<file path="src/rtl/i2c_wait_master.sv">
module i2c_wait_master #(
  parameter int CW       = 10,
  parameter int LOW_RST  = 20,
  parameter int HIGH_RST = 16
) (
  input  logic          clk,
  input  logic          rst_n,
  input  logic          bus_wr,
  input  logic [2:0]    bus_addr,
  input  logic [CW-1:0] bus_wdata,
  output logic [CW-1:0] bus_rdata,
  output logic          irq,
  output logic          scl_oe,
  output logic          sda_oe,
  input  logic          scl_i,
  input  logic          sda_i
);
  localparam logic [2:0] A_DATA = 3'd0, A_CTRL = 3'd1, A_TRIG = 3'd2, A_STAT = 3'd3,
                         A_MODE = 3'd4, A_LOW  = 3'd5, A_HIGH = 3'd6;

  typedef enum logic [2:0] {S_IDLE, S_START, S_BIT, S_WAIT, S_STOP} st_t;

  st_t           st;
  logic [CW-1:0] cnt, lowc, highc;
  logic [3:0]    bitn;
  logic [7:0]    shreg;
  logic          rx, hi_ph, mid;
  logic          en, wait9, ack_en, start_en;
  logic          busy, ack_rx, stop_seen;
  logic          scl_q, sda_q, irq_r, scl_low, sda_low;

  wire wr_data = bus_wr && bus_addr == A_DATA;
  wire wr_ctrl = bus_wr && bus_addr == A_CTRL;
  wire wr_trig = bus_wr && bus_addr == A_TRIG;
  wire t_start = wr_trig && bus_wdata[0];
  wire t_stop  = wr_trig && bus_wdata[1];
  wire t_rel   = wr_trig && bus_wdata[2];

  wire [CW-1:0] hold     = lowc >> 2;
  wire          low_end  = ({1'b0, cnt} + 1'b1) >= {1'b0, lowc};
  wire          high_end = ({1'b0, cnt} + 1'b1) >= {1'b0, highc};
  wire          drive    = (bitn == 4'd8) ? (rx & ack_en) : (~rx & ~shreg[7]);
  wire          start_det = scl_i & scl_q & sda_q & ~sda_i;
  wire          stop_det  = scl_i & scl_q & ~sda_q & sda_i;

  assign irq    = irq_r;
  assign scl_oe = scl_low;
  assign sda_oe = sda_low;

  always_comb begin
    case (bus_addr)
      A_DATA:  bus_rdata = CW'(shreg);
      A_CTRL:  bus_rdata = CW'({ack_en, wait9, en});
      A_STAT:  bus_rdata = CW'({st == S_WAIT, stop_seen, ack_rx, busy});
      A_MODE:  bus_rdata = CW'(start_en);
      A_LOW:   bus_rdata = lowc;
      A_HIGH:  bus_rdata = highc;
      default: bus_rdata = '0;
    endcase
  end

  always_ff @(posedge clk or negedge rst_n) begin
    if (!rst_n) begin
      st <= S_IDLE; cnt <= '0; bitn <= '0; shreg <= '0;
      rx <= 1'b0; hi_ph <= 1'b0; mid <= 1'b0;
      en <= 1'b0; wait9 <= 1'b0; ack_en <= 1'b0; start_en <= 1'b0;
      lowc <= CW'(LOW_RST); highc <= CW'(HIGH_RST);
      busy <= 1'b0; ack_rx <= 1'b0; stop_seen <= 1'b0;
      scl_q <= 1'b1; sda_q <= 1'b1; irq_r <= 1'b0;
      scl_low <= 1'b0; sda_low <= 1'b0;
    end else begin
      irq_r <= 1'b0;
      scl_q <= scl_i;
      sda_q <= sda_i;
      if (wr_ctrl) {ack_en, wait9, en} <= bus_wdata[2:0];
      if (bus_wr && bus_addr == A_MODE) start_en <= bus_wdata[0];
      if (bus_wr && bus_addr == A_LOW)  lowc  <= bus_wdata;
      if (bus_wr && bus_addr == A_HIGH) highc <= bus_wdata;
      if (en) begin
        if (start_det) begin busy <= 1'b1; stop_seen <= 1'b0; end
        if (stop_det)  begin busy <= 1'b0; stop_seen <= 1'b1; end
      end
      if (wr_ctrl && !bus_wdata[0]) begin
        st <= S_IDLE; cnt <= '0; bitn <= '0; hi_ph <= 1'b0; mid <= 1'b0;
        scl_low <= 1'b0; sda_low <= 1'b0;
        busy <= 1'b0; ack_rx <= 1'b0; stop_seen <= 1'b0;
      end else begin
        case (st)
          S_IDLE: begin
            if (wr_data) shreg <= bus_wdata[7:0];
            if (t_start && en && start_en && !busy) begin
              st <= S_START; cnt <= '0; sda_low <= 1'b1;
            end
          end
          S_START: begin
            if (high_end) begin
              scl_low <= 1'b1; st <= S_WAIT; mid <= 1'b0; cnt <= '0;
            end else cnt <= cnt + 1'b1;
          end
          S_WAIT: begin
            cnt <= '0; hi_ph <= 1'b0;
            if (t_stop) st <= S_STOP;
            else if (t_rel) begin
              st <= S_BIT;
              if (!mid) begin rx <= 1'b1; bitn <= '0; end
            end else if (wr_data && !mid) begin
              st <= S_BIT; rx <= 1'b0; bitn <= '0; shreg <= bus_wdata[7:0];
            end
          end
          S_BIT: begin
            if (!hi_ph) begin
              if (cnt == hold) sda_low <= drive;
              if (low_end) begin hi_ph <= 1'b1; cnt <= '0; scl_low <= 1'b0; end
              else cnt <= cnt + 1'b1;
            end else if (high_end) begin
              scl_low <= 1'b1; cnt <= '0; hi_ph <= 1'b0;
              if (bitn == 4'd8) begin
                if (!rx) ack_rx <= ~sda_i;
                st <= S_WAIT; mid <= 1'b0; irq_r <= wait9;
              end else begin
                shreg <= {shreg[6:0], sda_i};
                bitn  <= bitn + 4'd1;
                if (bitn == 4'd7 && !wait9) begin
                  st <= S_WAIT; mid <= 1'b1; irq_r <= 1'b1;
                end
              end
            end else cnt <= cnt + 1'b1;
          end
          S_STOP: begin
            if (!hi_ph) begin
              if (cnt == hold) sda_low <= 1'b1;
              if (low_end) begin hi_ph <= 1'b1; cnt <= '0; scl_low <= 1'b0; end
              else cnt <= cnt + 1'b1;
            end else if (high_end) begin
              sda_low <= 1'b0; st <= S_IDLE; irq_r <= 1'b1; hi_ph <= 1'b0; cnt <= '0;
            end else cnt <= cnt + 1'b1;
          end
          default: st <= S_IDLE;
        endcase
      end
    end
  end
endmodule

</file>
<file path="config.mk">
export PLATFORM = sky130hd
export DESIGN_NAME = i2c_wait_master
export DESIGN_NICKNAME = d
export VERILOG_FILES = /design/src/rtl/i2c_wait_master.sv
export SDC_FILE = /design/constraint.sdc
export NUM_CORES = 1
export LEC_CHECK = 0
export BUFFER_PORTS_ARGS = -buffer_cell sky130_fd_sc_hd__buf_4
export CAP_MARGIN = 15
export CORE_ASPECT_RATIO = 1.5
export CORE_MARGIN = 2
export CORE_UTILIZATION = 57
export CTS_BUF_LIST = sky130_fd_sc_hd__clkbuf_8
export CTS_CLUSTER_DIAMETER = 50
export DETAILED_ROUTE_END_ITERATION = 10
export PLACE_DENSITY = 0.76
export SLEW_MARGIN = 10
export SYNTH_ARGS = -nofsm -noshare
export SYNTH_HDL_FRONTEND = slang
export SYNTH_SLANG_ARGS = --single-unit
export TNS_END_PERCENT = 10
</file>
<file path="constraint.sdc">
create_clock -name clk -period 5.2 [get_ports clk]
set_input_delay 0.78 -clock clk [delete_from_list [all_inputs] [get_ports clk]]
set_output_delay 0.78 -clock clk [all_outputs]
set_load 0.02 [all_outputs]
</file>
==> reports/results.tsv, run 1 <==
metric	value	unit
synth_area_leaders	dfrtp_1 (35%), mux2_2 (8.8%), ha_1 (7.3%), nand2_1 (4.6%), a22o_1 (3.3%)	
drt_iter0_drc	214	
synth_most_common_cell	dfrtp_1	
layout.area.seq	1510	µm²
slew_headroom	49.1	%
grt.met1_usage	36.4	%
wl	9820	µm
irDropWorstVdd	0.000384	V
setup_viol	0	
p_total	0.00214	W
antenna_found_initial	0	
dpl_cell_area	4230	µm²
synth-edff-count	0	
cts_setup_buffers	0	
drtPass1Iterations	5	
cp_top_family	compound AO/OA/AOI/OAI gates	
grt_max_degree	61	
cp_cell_sequence	ha_1 > nand3_2 > or3_1 > nand2_1 > ha_1 > nand2_1 > o21ai_0 > a21oi_1 > o21ai_2 > a31oi_1 > a2111oi_4 > mux2_2	
rsz0062_at_grt	false	
fin_crit_sh	72.3	%
synth.distinct_cells	60	
cts_root_buffer	clkbuf_8	
synth.yosys.seq_area_share	38.0	%
yosys_warnings	0	
area_delta_synth_final	11.7	%
gr-total-overflow	0	
power_leakage	2.11	nW
cap_violations	0	
ios	31	
clk_pin_slew	0.08	ns
maxSlewViolCount	0	
drc_errors	0	
core	6810	µm²
synth-xor-area-share	2.87	%
htree_num_levels	3	
hpwl	7250	µm
synth_area	3970	µm²
antenna_left	0	
r2r_setup_slack	1.44	ns
io_buffers	30	
worst_pin_slew	0.762	ns
max_stage_delay	0.69	ns
syn_nets	466	
cts_buffers	9	
drive_above_1_share	20.2	%
skew	0.0127	ns
critPathMaxFanout	12	
avgSynthCellArea	9.34	µm²
synth_common_cells	dfrtp_1 (55), nand2_1 (49), mux2_2 (31), inv_1 (28), nor2_1 (26)	
cts_resized	0	
grt_pass1_wl	16800	µm
grt_use_total	28.4	%
finish.instance_area	4430	µm²
r2r_cells	12	
ctsHoldBuffers	0	
busiest_layer	met2	
postSynthCellCount	425	
synth-adder-area-share	7.25	%
fmax	0.266	GHz
finalHoldViolations	0	
cts_tree	done	
worstSkewPairLatency	0.35	ns
muxShareOfSynthArea	10.3	%
critPathSlowestCell	a2111oi_4	
cts_buffer_depth	2	
insertedDiodeCount	0	
required	5.43	ns
period_minus_slack	3.76	ns
start_util	58.3	%
clock-sinks	60	
cp_num_buf_inv	0	
die_area	7660	µm²
viasPerCell	6.20	
die_w	72.1	µm
synth-async-reset-ratio	100	%
synth_compound_area_share	19.9	%
fin_nets	492	
cp-startpoint	cnt[0]$_DFFE_PN0P_	
fillers	575	
outcome	complete, no violations	
worst_hold_slack	0.494	ns
vias	3311	
synth-main-ff-cell	dfrtp_1	
worst-setup-path-type	reg -> reg	
critPathArrivalTime	3.99	ns
yosysTopAreaCell	dfrtp_1	
multi_input_comb_area	2290	µm²
grt_pass1_vias	3441	
power_density	484	nW/µm²
synth_top_family_by_area	compound AO/OA/AOI/OAI gates	
met2_usage	45.4	%
grtUsageMet3	4.27	%
netlist.area_leader.share	34.7	%
yosys.area_share.simple	17.4	%
hp-class	in -> async	
synth-seq-cells	60	
startpoint_type	register	
wl_per_cell	18.4	µm
cp-end-kind	register	
rows	37	
globalplace.congestion	0.889	
die_h	106	µm
finalSetupTns	0	ns
rr_startpoint	cnt[0]$_DFFE_PN0P_	
rr_endpoint	shreg[1]$_DFFE_PN0P_	
placed cells by master, fill, tap and decap left out, types with 3 or more instances in the layout:
cell,netlist,layout
a211oi_1,8,8
a21o_1,8,8
a21oi_1,18,18
a22o_1,15,15
a22oi_1,6,6
a311oi_1,4,4
a31oi_1,6,6
and3_1,6,6
buf_4,0,31
clkbuf_8,0,10
dfrtp_1,55,55
dfstp_2,5,5
ha_1,23,23
inv_1,28,28
mux2_2,31,31
mux2i_1,6,6
nand2_1,49,49
nand2b_1,8,8
nand3_1,11,11
nand4_1,3,3
nor2_1,26,26
nor2b_1,11,11
nor3_1,5,5
nor4_1,4,4
o211ai_1,3,3
o21ai_0,18,18
xnor2_1,4,4
xor2_1,9,9
cell type report:
class,count,area share (%)
Clock inverter,6,1.44
Multi-Input combinational cell,321,51.6
Sequential cell,60,34.0
Clock buffer,10,3.10
Timing Repair Buffer,31,5.25
Tap cell,78,2.20
Inverter,28,2.37
power by group:
part / total, W / leakage (nW) / switching [W] / internal (W)
Combinational: 0.000957 / 1.28 / 0.000541 / 0.000417
Clock: 0.000429 / 0.0983 / 0.000196 / 0.000233
Sequential: 0.000758 / 0.734 / 0.000165 / 0.000593
metal layers:
layer  share of wire, %  vias to the layer above
met3                4.1                       23
li1                   -                     1613
met5                  0                        -
met2                 50                       80
met1                 42                     1595
met4                3.8                        0
stage by stage:
step	setup slack [ns]	instances	util, %
floorplan	2.19	425	-
global placement	1.59	518	62.2
detailed placement	1.48	518	62.2
CTS	1.44	534	65.2
global route	1.18	534	65.2
finish	1.44	534	65.2
registers in the layout, summed over array words and instances (netlist names), 3 cells and up:
register,count
bitn,4
cnt,10
highc,10
lowc,10
shreg,8
st,3
kinds of logic after synthesis:
logic type | after synthesis
flip-flops | 60
AO/OA/AOI/OAI | 109
multiplexers | 37
buffers and inverters | 44
AND/OR/NAND/NOR | 139
XOR/XNOR | 13
adder cells (fa/ha/maj) | 23
worst max-delay path by stage:
stage / endpoint / slack [ns] / depth (start not counted)
2_1_floorplan: shreg[0]$_DFFE_PN0P_ / 2.19 / 12
3_3_place_gp: shreg[4]$_DFFE_PN0P_ / 1.59 / 12
3_5_place_dp: shreg[2]$_DFFE_PN0P_ / 1.48 / 12
4_1_cts: shreg[1]$_DFFE_PN0P_ / 1.44 / 12
5_1_grt: shreg[7]$_DFFE_PN0P_ / 1.18 / 12
6_report: shreg[1]$_DFFE_PN0P_ / 1.44 / 12
Note: power is estimated with default switching activity, not from simulation.
==> run 2: changes to the inputs <==
- clock period: 5.2 -> 3.8 ns (I/O delays scaled with it)
==> reports/results.tsv, run 2 (same netlist as run 1, synthesis figures left out) <==
metric	value	unit	change
cts_buffer_depth	2		unchanged
wl	10200	µm	+3.6%
rows	37		unchanged
grt_pass1_wl	16500	µm	-1.4%
layout.area.seq	1510	µm²	unchanged
area_delta_synth_final	11.8	%	about the same
cts_tree	done		
hpwl	7450	µm	+2.8%
gr-total-overflow	0		unchanged
die_w	72.1	µm	unchanged
critPathMaxFanout	8		-4
grt_max_degree	61		unchanged
vias	3435		+3.7%
cts_setup_buffers	0		unchanged
antenna_left	0		unchanged
fin_crit_sh	93.6	%	+21 points
slew_headroom	47.4	%	-1.7 points
cp-startpoint	cnt[0]$_DFFE_PN0P_		
cp-end-kind	register		
dpl_cell_area	4250	µm²	+0.35%
drive_above_1_share	20.1	%	-0.044 points
worstSkewPairLatency	0.35	ns	about the same
worst_pin_slew	0.788	ns	+0.0255 ns
power_leakage	2.13	nW	+0.72%
start_util	58.3	%	unchanged
grt_use_total	28.4	%	about the same
cap_violations	0		unchanged
dp.cells	520		+0.39%
finish.instance_area	4440	µm²	about the same
cts_root_buffer	clkbuf_8		
fin_nets	494		+0.41%
fillers	547		-4.9%
hp-class	in -> async		
mostFrequentLayoutCells	dfrtp_1 (55), nand2_1 (49), buf_4 (33)		
core	6810	µm²	unchanged
maxSlewViolCount	0		unchanged
period_minus_slack	3.56	ns	-0.202 ns
skew	0.00713	ns	-0.00560 ns
final_core_util	65.2	%	about the same
finalHoldViolations	0		unchanged
power_density	658	nW/µm²	+36%
drc_errors	0		unchanged
cts_buffers	9		unchanged
outcome	complete, no violations		
setup_viol	0		unchanged
htree_num_levels	3		unchanged
finalSetupTns	0	ns	unchanged
rsz0062_at_grt	false		
irDropWorstVdd	0.000376	V	-2.0%
final_common_cell	dfrtp_1		
io_buffers	30		unchanged
ios	31		unchanged
ctsHoldBuffers	0		unchanged
die_h	106	µm	unchanged
cts_resized	0		unchanged
viasPerCell	6.42		+3.6%
fmax	0.281	GHz	+5.7%
antenna_found_initial	0		unchanged
clock-sinks	60		unchanged
die_area	7660	µm²	unchanged
layout.cells.non_filler	535		+0.19%
worst-setup-path-type	reg -> reg		
wl_per_cell	19.0	µm	+3.4%
critPathArrivalTime	3.85	ns	-0.14 ns
startpoint_type	register		
globalplace.congestion	0.944		+6.2%
rr_startpoint	cnt[0]$_DFFE_PN0P_		
required	4.09	ns	-1.34 ns
multi_input_comb_area	2290	µm²	unchanged
drt_iter0_drc	238		+11%
clk_pin_slew	0.07	ns	about the same
drtPass1Iterations	5		unchanged
insertedDiodeCount	0		unchanged
grt_pass1_vias	3372		-2.0%
reg_top3	cnt: 10 flops, highc: 10 flops, lowc: 10 flops		
run 2: changes by cell type in the layout (fill, tap and decap cells not counted):
cell and change:
clkinvlp_4 -2, inv_1 +1, bufinv_16 -1, clkinv_2 -1, clkbuf_8 +3, clkinv_4 -1, buf_4 +2
run 2: worst paths after layout:
check | slack [ns] | to | cells after the start
worst max-delay path | 0.24 | cnt[9]$_DFFE_PN0P_ | 11
worst min-delay path | 0.28 | lowc[6]$_DFFE_PN0P_ | 1
worst max register to register | 0.24 | cnt[9]$_DFFE_PN0P_ | 11
worst min register to register | 0.55 | highc[3]$_DFFE_PN0P_ | 1
max in group asynchronous | 3.00 | shreg[7]$_DFFE_PN0P_ | 1
min in group clk | 0.33 | scl_q$_DFF_PN1_ | 1
run 2: per-layer routing:
layer | GRT usage, % | wire length, µm | vias up
met5 | 0 | 0 | -
met4 | 14.2 | 303 | 0
met3 | 5.12 | 412 | 26
met2 | 47.0 | 5230 | 109
met1 | 35.0 | 4220 | 1696
li1 | - | - | 1604
run 2: power breakdown:
group / switching [W] / internal, W
combinational: 0.000762 / 0.000570
clock: 0.000245 / 0.000301
sequential: 0.000228 / 0.000812
run 2: cell type report:
class	count	share of cell area (%)
Clock inverter	2	0.197
Inverter	28	2.37
Timing Repair Buffer	33	5.59
Sequential cell	60	34.0
Multi-Input combinational cell	321	51.6
Tap cell	78	2.20
Clock buffer	13	4.03
run 2: metrics by stage:
stage | total power [W] | hold WS (ns) | setup WS, ns
6_report | 0.00292 | 0.283 | 0.242
5_1_grt | 0.00311 | 0.321 | 0.0945
4_1_cts | 0.00290 | 0.316 | 0.267
3_5_place_dp | 0.00235 | 0.516 | 0.286
3_3_place_gp | 0.00229 | 0.507 | 0.458
2_1_floorplan | 0.00197 | 0.274 | 0.793
run 2: critical path, cell delays in order, from the launching register on:
cell	delay [ns]
dfrtp_1	0.49
ha_1	0.28
nand3_1	0.12
nor2_1	0.15
xor2_1	0.27
ha_1	0.30
a21o_1	0.19
a211oi_1	0.44
o21ai_2	0.15
a211o_1	0.42
nor2_1	0.44
a22o_1	0.23
